$ cat config.mk
export PLATFORM = sky130hd
export DESIGN_NAME = flashCmdSeq
export DESIGN_NICKNAME = d
export VERILOG_FILES = /design/src/rtl/flashSeqPkg.sv /design/src/rtl/flashSeqCtrl.sv /design/src/rtl/flashSeqDatapath.sv /design/src/rtl/flashCmdSeq.sv
export SDC_FILE = /design/constraint.sdc
export NUM_CORES = 1
export LEC_CHECK = 0
export BUFFER_PORTS_ARGS = -buffer_cell sky130_fd_sc_hd__buf_2
export CAP_MARGIN = 20
export CORE_MARGIN = 2
export CORE_UTILIZATION = 59
export CTS_CLUSTER_DIAMETER = 80
export DETAILED_ROUTE_END_ITERATION = 8
export PLACE_DENSITY = 0.93
export SLEW_MARGIN = 0
export SYNTH_ARGS = -nofsm -noshare
export SYNTH_HDL_FRONTEND = slang
export SYNTH_SLANG_ARGS = --single-unit
$ cat constraint.sdc
create_clock -name clk -period 6.05 [get_ports clk]
set_input_delay 0.605 -clock clk [delete_from_list [all_inputs] [get_ports clk]]
set_output_delay 0.605 -clock clk [all_outputs]
set_load 0.02 [all_outputs]
$ cat src/rtl/flashSeqPkg.sv
package flashSeqPkg;
  localparam logic [7:0] OP_READ    = 8'h00;
  localparam logic [7:0] OP_SPARE   = 8'h50;
  localparam logic [7:0] OP_RSTART  = 8'h30;
  localparam logic [7:0] OP_RNDOUT  = 8'h05;
  localparam logic [7:0] OP_ROSTART = 8'hE0;
  localparam logic [7:0] OP_RNDIN   = 8'h85;

  typedef enum logic [2:0] {
    ST_IDLE, ST_CMD, ST_COL, ST_ROW, ST_CMD2, ST_CCS, ST_DONE
  } seqState_t;

  typedef struct packed {
    logic load;
    logic stepInc;
    logic driveCmd;
    logic driveCmd2;
    logic driveCol;
    logic driveRow;
    logic ccsRun;
  } seqStrobe_t;

  typedef struct packed {
    logic       hasCol;
    logic       hasRow;
    logic       colTwo;
    logic       rowThree;
    logic       needCmd2;
    logic       needCcs;
    logic       ccsLast;
    logic [1:0] step;
  } seqInfo_t;

  function automatic logic isByteAddrOp(input logic [7:0] op);
    return (op == 8'h90) || (op == 8'hEE) || (op == 8'hEF);
  endfunction

  function automatic logic skipsBusyWait(input logic [7:0] op);
    case (op)
      8'h10, 8'h15, 8'h60, 8'hD0, 8'h80, 8'h70, 8'h90, 8'hEF,
      OP_RNDOUT, OP_RNDIN: return 1'b1;
      default:             return 1'b0;
    endcase
  endfunction
endpackage

$ cat src/rtl/flashSeqCtrl.sv
module flashSeqCtrl
  import flashSeqPkg::*;
(
  input  logic       clk,
  input  logic       rstN,
  input  logic       start,
  input  seqInfo_t   info,
  output seqStrobe_t strobe,
  output logic       busy,
  output logic       done
);
  seqState_t state, nextState, afterAddr;

  always_ff @(posedge clk or negedge rstN) begin
    if (!rstN) state <= ST_IDLE;
    else       state <= nextState;
  end

  always_comb begin
    if (info.needCmd2)     afterAddr = ST_CMD2;
    else if (info.needCcs) afterAddr = ST_CCS;
    else                   afterAddr = ST_DONE;
  end

  always_comb begin
    nextState = state;
    strobe    = '0;
    case (state)
      ST_IDLE: begin
        if (start) begin
          strobe.load = 1'b1;
          nextState   = ST_CMD;
        end
      end
      ST_CMD: begin
        strobe.driveCmd = 1'b1;
        if (info.hasCol)      nextState = ST_COL;
        else if (info.hasRow) nextState = ST_ROW;
        else                  nextState = afterAddr;
      end
      ST_COL: begin
        strobe.driveCol = 1'b1;
        if (info.colTwo && info.step == 2'd0) strobe.stepInc = 1'b1;
        else if (info.hasRow)                 nextState = ST_ROW;
        else                                  nextState = afterAddr;
      end
      ST_ROW: begin
        strobe.driveRow = 1'b1;
        if (info.step == 2'd0 || (info.rowThree && info.step == 2'd1))
          strobe.stepInc = 1'b1;
        else
          nextState = afterAddr;
      end
      ST_CMD2: begin
        strobe.driveCmd2 = 1'b1;
        nextState = info.needCcs ? ST_CCS : ST_DONE;
      end
      ST_CCS: begin
        strobe.ccsRun = 1'b1;
        if (info.ccsLast) nextState = ST_DONE;
      end
      ST_DONE: nextState = ST_IDLE;
      default: nextState = ST_IDLE;
    endcase
  end

  assign busy = (state != ST_IDLE);
  assign done = (state == ST_DONE);
endmodule

$ cat src/rtl/flashSeqDatapath.sv
module flashSeqDatapath
  import flashSeqPkg::*;
#(
  parameter int COL_W              = 16,
  parameter int ROW_W              = 24,
  parameter int CCS_W              = 8,
  parameter int PAGE_BYTES         = 2048,
  parameter int DEFAULT_CCS_CYCLES = 50
) (
  input  logic             clk,
  input  logic             rstN,
  input  seqStrobe_t       strobe,
  input  logic [7:0]       opcode,
  input  logic             hasCol,
  input  logic [COL_W-1:0] column,
  input  logic             hasRow,
  input  logic [ROW_W-1:0] row,
  input  logic             bus16,
  input  logic             rowThree,
  input  logic             ccsEnable,
  input  logic [CCS_W-1:0] ccsCount,
  output seqInfo_t         info,
  output logic [7:0]       ioOut,
  output logic             waitFlag
);
  localparam logic [COL_W-1:0] PAGE_OFS = COL_W'(PAGE_BYTES);
  localparam logic [CCS_W-1:0] CCS_DEF  = CCS_W'(DEFAULT_CCS_CYCLES);

  logic [7:0]       opReg;
  logic [COL_W-1:0] colReg;
  logic [ROW_W-1:0] rowReg;
  logic [CCS_W-1:0] ccsCnt;
  logic [1:0]       stepCnt;
  logic             hasColReg, hasRowReg, rowThreeReg, needCmd2Reg, needCcsReg;
  logic             colTwoReg, waitReg;

  logic [7:0]       opNew;
  logic [COL_W-1:0] colSum, colNew;
  logic             isSpare;

  always_comb begin
    isSpare = (opcode == OP_SPARE);
    opNew   = isSpare ? OP_READ : opcode;
    colSum  = column + (isSpare ? PAGE_OFS : '0);
    colNew  = (bus16 && !isByteAddrOp(opNew)) ? (colSum >> 1) : colSum;
  end

  always_ff @(posedge clk or negedge rstN) begin
    if (!rstN) begin
      opReg       <= '0;
      colReg      <= '0;
      rowReg      <= '0;
      ccsCnt      <= '0;
      hasColReg   <= 1'b0;
      hasRowReg   <= 1'b0;
      rowThreeReg <= 1'b0;
      needCmd2Reg <= 1'b0;
      needCcsReg  <= 1'b0;
      colTwoReg   <= 1'b0;
      waitReg     <= 1'b0;
    end else if (strobe.load) begin
      opReg       <= opNew;
      colReg      <= colNew;
      rowReg      <= row;
      ccsCnt      <= (ccsCount == '0) ? CCS_DEF : ccsCount;
      hasColReg   <= hasCol;
      hasRowReg   <= hasRow;
      rowThreeReg <= rowThree;
      colTwoReg   <= !isByteAddrOp(opNew);
      needCmd2Reg <= (opNew == OP_READ && (hasCol || hasRow)) || (opNew == OP_RNDOUT);
      needCcsReg  <= ccsEnable && (opNew == OP_RNDOUT || opNew == OP_RNDIN);
      waitReg     <= (opNew == OP_READ) ? (hasCol || hasRow) : !skipsBusyWait(opNew);
    end else if (strobe.ccsRun) begin
      ccsCnt <= ccsCnt - 1'b1;
    end
  end

  always_ff @(posedge clk or negedge rstN) begin
    if (!rstN)               stepCnt <= '0;
    else if (strobe.stepInc) stepCnt <= stepCnt + 1'b1;
    else                     stepCnt <= '0;
  end

  always_comb begin
    ioOut = '0;
    if (strobe.driveCmd)       ioOut = opReg;
    else if (strobe.driveCmd2) ioOut = (opReg == OP_READ) ? OP_RSTART : OP_ROSTART;
    else if (strobe.driveCol)  ioOut = stepCnt[0] ? colReg[15:8] : colReg[7:0];
    else if (strobe.driveRow) begin
      case (stepCnt)
        2'd0:    ioOut = rowReg[7:0];
        2'd1:    ioOut = rowReg[15:8];
        default: ioOut = rowReg[23:16];
      endcase
    end
  end

  assign info.hasCol   = hasColReg;
  assign info.hasRow   = hasRowReg;
  assign info.colTwo   = colTwoReg;
  assign info.rowThree = rowThreeReg;
  assign info.needCmd2 = needCmd2Reg;
  assign info.needCcs  = needCcsReg;
  assign info.ccsLast  = (ccsCnt == CCS_W'(1));
  assign info.step     = stepCnt;
  assign waitFlag      = waitReg;
endmodule

$ cat src/rtl/flashCmdSeq.sv
module flashCmdSeq
  import flashSeqPkg::*;
#(
  parameter int COL_W              = 16,
  parameter int ROW_W              = 24,
  parameter int CCS_W              = 8,
  parameter int PAGE_BYTES         = 2048,
  parameter int DEFAULT_CCS_CYCLES = 50
) (
  input  logic             clk,
  input  logic             rstN,
  input  logic             start,
  input  logic [7:0]       opcode,
  input  logic             hasCol,
  input  logic [COL_W-1:0] column,
  input  logic             hasRow,
  input  logic [ROW_W-1:0] row,
  input  logic             bus16,
  input  logic             rowThree,
  input  logic             ccsEnable,
  input  logic [CCS_W-1:0] ccsCount,
  output logic             ceN,
  output logic             cle,
  output logic             ale,
  output logic [7:0]       ioOut,
  output logic             busy,
  output logic             done,
  output logic             needWait
);
  seqStrobe_t strobe;
  seqInfo_t   info;
  logic       waitFlag;

  flashSeqCtrl u_ctrl (
    .clk(clk), .rstN(rstN), .start(start), .info(info),
    .strobe(strobe), .busy(busy), .done(done)
  );

  flashSeqDatapath #(
    .COL_W(COL_W), .ROW_W(ROW_W), .CCS_W(CCS_W),
    .PAGE_BYTES(PAGE_BYTES), .DEFAULT_CCS_CYCLES(DEFAULT_CCS_CYCLES)
  ) u_dp (
    .clk(clk), .rstN(rstN), .strobe(strobe), .opcode(opcode),
    .hasCol(hasCol), .column(column), .hasRow(hasRow), .row(row),
    .bus16(bus16), .rowThree(rowThree), .ccsEnable(ccsEnable),
    .ccsCount(ccsCount), .info(info), .ioOut(ioOut), .waitFlag(waitFlag)
  );

  assign ceN      = !busy;
  assign cle      = strobe.driveCmd | strobe.driveCmd2;
  assign ale      = strobe.driveCol | strobe.driveRow;
  assign needWait = done & waitFlag;
endmodule

==> flow_metrics.env <==
export IMPL_outcome="complete, no violations"
export IMPL_row_count=28
export IMPL_synth_distinct_cells=51
export IMPL_reg2reg_slack_ps=3340
export IMPL_io_pins=78
export IMPL_hold_violations=0
export IMPL_ys_ff_latch=68
export IMPL_start_kind="register"
export IMPL_antenna_left=0
export IMPL_ys_warn_count=0
export IMPL_synthArstFlopShare_pct=100
export IMPL_grt_usage_pct=29.7
export IMPL_place_congestion=0.888
export IMPL_layout_commonest_cell="nand2_1"
export IMPL_ys_flop_type="dfrtp_1"
export IMPL_end_kind="primary output"
export IMPL_path_class="register to primary output"
export IMPL_dp_hpwl_um=6700
export IMPL_drc=0
export IMPL_total_power_w=0.00219
export IMPL_fin_area_um2=4310
export IMPL_fmax_mhz=290
export IMPL_r2r_cells=5
export IMPL_numCtsBuffers=9
export IMPL_nNetsFinal=579
export IMPL_crit_required_ps=5440
export IMPL_avgSynthCellArea_um2=8.39
export IMPL_synth_xor_area_share_pct=1.18
export IMPL_place_ws_ps=3080
export IMPL_io_buffer_count=77
export IMPL_fp_coreArea_um2=6030
export IMPL_wl_per_cell_um=17.1
export IMPL_first_iter_violations=447
export IMPL_synthMuxAreaShare_pct=2.55
export IMPL_layout_common_cells="129 x nand2_1, 77 x buf_2, 68 x dfrtp_1, 41 x a21oi_1, 32 x nor2_1"
export IMPL_arrival_ps=2840
export IMPL_cts_root_buf="clkbuf_8"
export IMPL_clkSinkCount=68
export IMPL_start_util_pct=61.8
export IMPL_yosys_area_share_adder_pct=2.02
export IMPL_grt_overflow_total=0
export IMPL_grt_pass1_wl_um=16700
export IMPL_dr_pass1_iters=7
export IMPL_antenna_found_initial=0
export IMPL_cts_setup_buffers=0
export IMPL_grt_start_max_net_pins=69
export IMPL_die_x_um=83.4
export IMPL_p_leak_nw=2.10
export IMPL_dpl_cell_count=571
export IMPL_yosys_area_share_simple_pct=23.5
export IMPL_synth_edf_count=0
export IMPL_dpl_cell_area_um2=4090
export IMPL_synth_top_family_by_area="simple AND/OR/NAND/NOR gates"
export IMPL_synth_compound_area_share_pct=20.6
export IMPL_rsz0062_at_grt="no"
export IMPL_netlist_area_um2=3720
export IMPL_powerDensity_nw_per_um2=508
export IMPL_slew_headroom_pct=42.6
export IMPL_syn_nets=514
export IMPL_final_setup_viol_count=0
export IMPL_r2r_start="u_ctrl.state[0]"
export IMPL_maxCapViolCount=0
export IMPL_die_area_um2=6960
export IMPL_r2r_end="u_dp.ccsCnt[5]"
export IMPL_die_height_um=83.4
export IMPL_min_path_cells=3
export IMPL_vias=3733
export IMPL_finalCriticalPeriod_ps=3450
export IMPL_htreeDepth=3
export IMPL_path_clk_slew_ps=70
export IMPL_fin_ws_ps=2600
export IMPL_slew_violations=0
export IMPL_fin_cells=588
export IMPL_routed_wl_um=10100
export IMPL_num_antenna_cells=0
export IMPL_syn2layout_area_growth_pct=15.8
export IMPL_worst_slew_pin_slew_ps=861
export IMPL_drive_gt1_share_pct=20.5
export IMPL_cts_max_path_buffers=2
export IMPL_hold_buffers=0
export IMPL_hold_start="row[7]"
export IMPL_finClkSkew_ps=6.22
export IMPL_cts_tree="done"
export IMPL_irDropWorstVdd_mv=0.357
export IMPL_critPathMaxFanout=12
export IMPL_via_per_inst=6.35
export IMPL_fin_crit_sh_pct=57.0
export IMPL_cts_resized=0
export IMPL_grt_pass1_vias=3488
export IMPL_yosysSeqAreaShare_pct=45.7
export IMPL_whs_endpoint="u_dp.rowReg[7]"
export IMPL_netlist_instances=444
export IMPL_timing_setup_tns_ps=0
export IMPL_hold_path_class="input port to register"
export IMPL_clock_latency_ps=340
cells by family after synthesis:
| logic type | after synthesis |
|---|---|
| AO/OA/AOI/OAI | 115 |
| XOR/XNOR | 5 |
| adder cells (fa/ha/maj) | 6 |
| buffers and inverters | 36 |
| flip-flops | 68 |
| multiplexers | 9 |
| AND/OR/NAND/NOR | 205 |
report_power, final:
part           total, W  internal, W  switching (W)  leakage (nW)
Sequential     0.000879     0.000666       0.000213         0.830
Clock          0.000363     0.000199       0.000164        0.0935
Combinational  0.000950     0.000375       0.000576          1.18
per-layer routing:
layer	vias up	share of wire [%]	routed length, µm	GRT usage, %
li1	1678	-	-	-
met1	1745	39	3900	39.5
met2	267	48	4850	48.5
met3	43	9.9	994	5.57
met4	0	3.2	318	11.9
met5	-	0	0	0
through the flow:
stage	util (%)	hold WS, ps
after floorplan	-	309
after global placement	67.8	460
after detailed placement	67.8	462
after CTS	70.9	445
after global routing	71.6	457
final	71.6	445
synth_stat cells (2+ instances only):
cell type    n  area (µm²)
a211oi_1     5        37.5
nand2_1    130         488
mux2_2       4        45.0
a21o_1       2        15.0
nor4_1       5        31.3
inv_1       10        37.5
xnor2_1      3        26.3
nand3_1      5        25.0
o211ai_1     2        15.0
o21a_1       2        15.0
a221o_1      5        50.1
mux2i_1      5        50.1
xor2_1       2        17.5
or3_1        3        18.8
nand2b_1     3        18.8
and2_1       2        12.5
o22ai_1      2        12.5
nor2_1      32         120
dfrtp_1     68        1700
nor2b_1      3        18.8
nor3b_1      2        15.0
a22o_1       5        43.8
o31ai_1      4        30.0
a22oi_1      7        52.6
buf_1        2        7.51
clkbuf_1    16        60.1
o21ai_0     21         105
or4_1        2        15.0
buf_6        3        33.8
a31oi_1      6        37.5
a21oi_1     41         205
o311ai_0     2        17.5
ha_1         6        75.1
nor3_1      10        50.1
and3_1       3        18.8
buf_2        5        25.0
nand4_1      2        12.5
registers in the layout, indices dropped and copies added, names as in the netlist, 2 cells and up:
register,count
u_dp.colReg,16
u_dp.ccsCnt,8
u_dp.opReg,8
u_dp.stepCnt,2
u_dp.rowReg,24
u_ctrl.state,3
critical path: stages (launching register included):
cell	delay (ps)
dfrtp_1	680
inv_1	120
ha_1	390
nor2_1	490
nand2_1	150
a31oi_1	220
a21oi_1	60
o21ai_0	190
buf_2	200
worst max path at each step:
stage                         start         endpoint  slack, ps  cells after the start
finish              u_dp.stepCnt[0]         ioOut[6]       2600                      8
global route        u_dp.stepCnt[0]         ioOut[6]       2400                      8
CTS                 u_dp.stepCnt[0]         ioOut[6]       2660                      8
detailed placement  u_dp.stepCnt[0]         ioOut[5]       3080                      8
global placement          opcode[1]  u_dp.colReg[14]       3230                      9
floorplan           u_dp.stepCnt[0]         ioOut[6]       3350                      8
final cells by class:
| class | count | area [µm²] |
|---|---|---|
| Tap cell | 75 | 93.8 |
| Sequential cell | 68 | 1700 |
| Inverter | 10 | 37.5 |
| Timing Repair Buffer | 80 | 433 |
| Clock inverter | 2 | 35.0 |
| Multi-Input combinational cell | 340 | 1860 |
| Clock buffer | 13 | 149 |
| Fill cell | 458 | 1710 |
No activity file was read; power rests on OpenSTA's default activity.
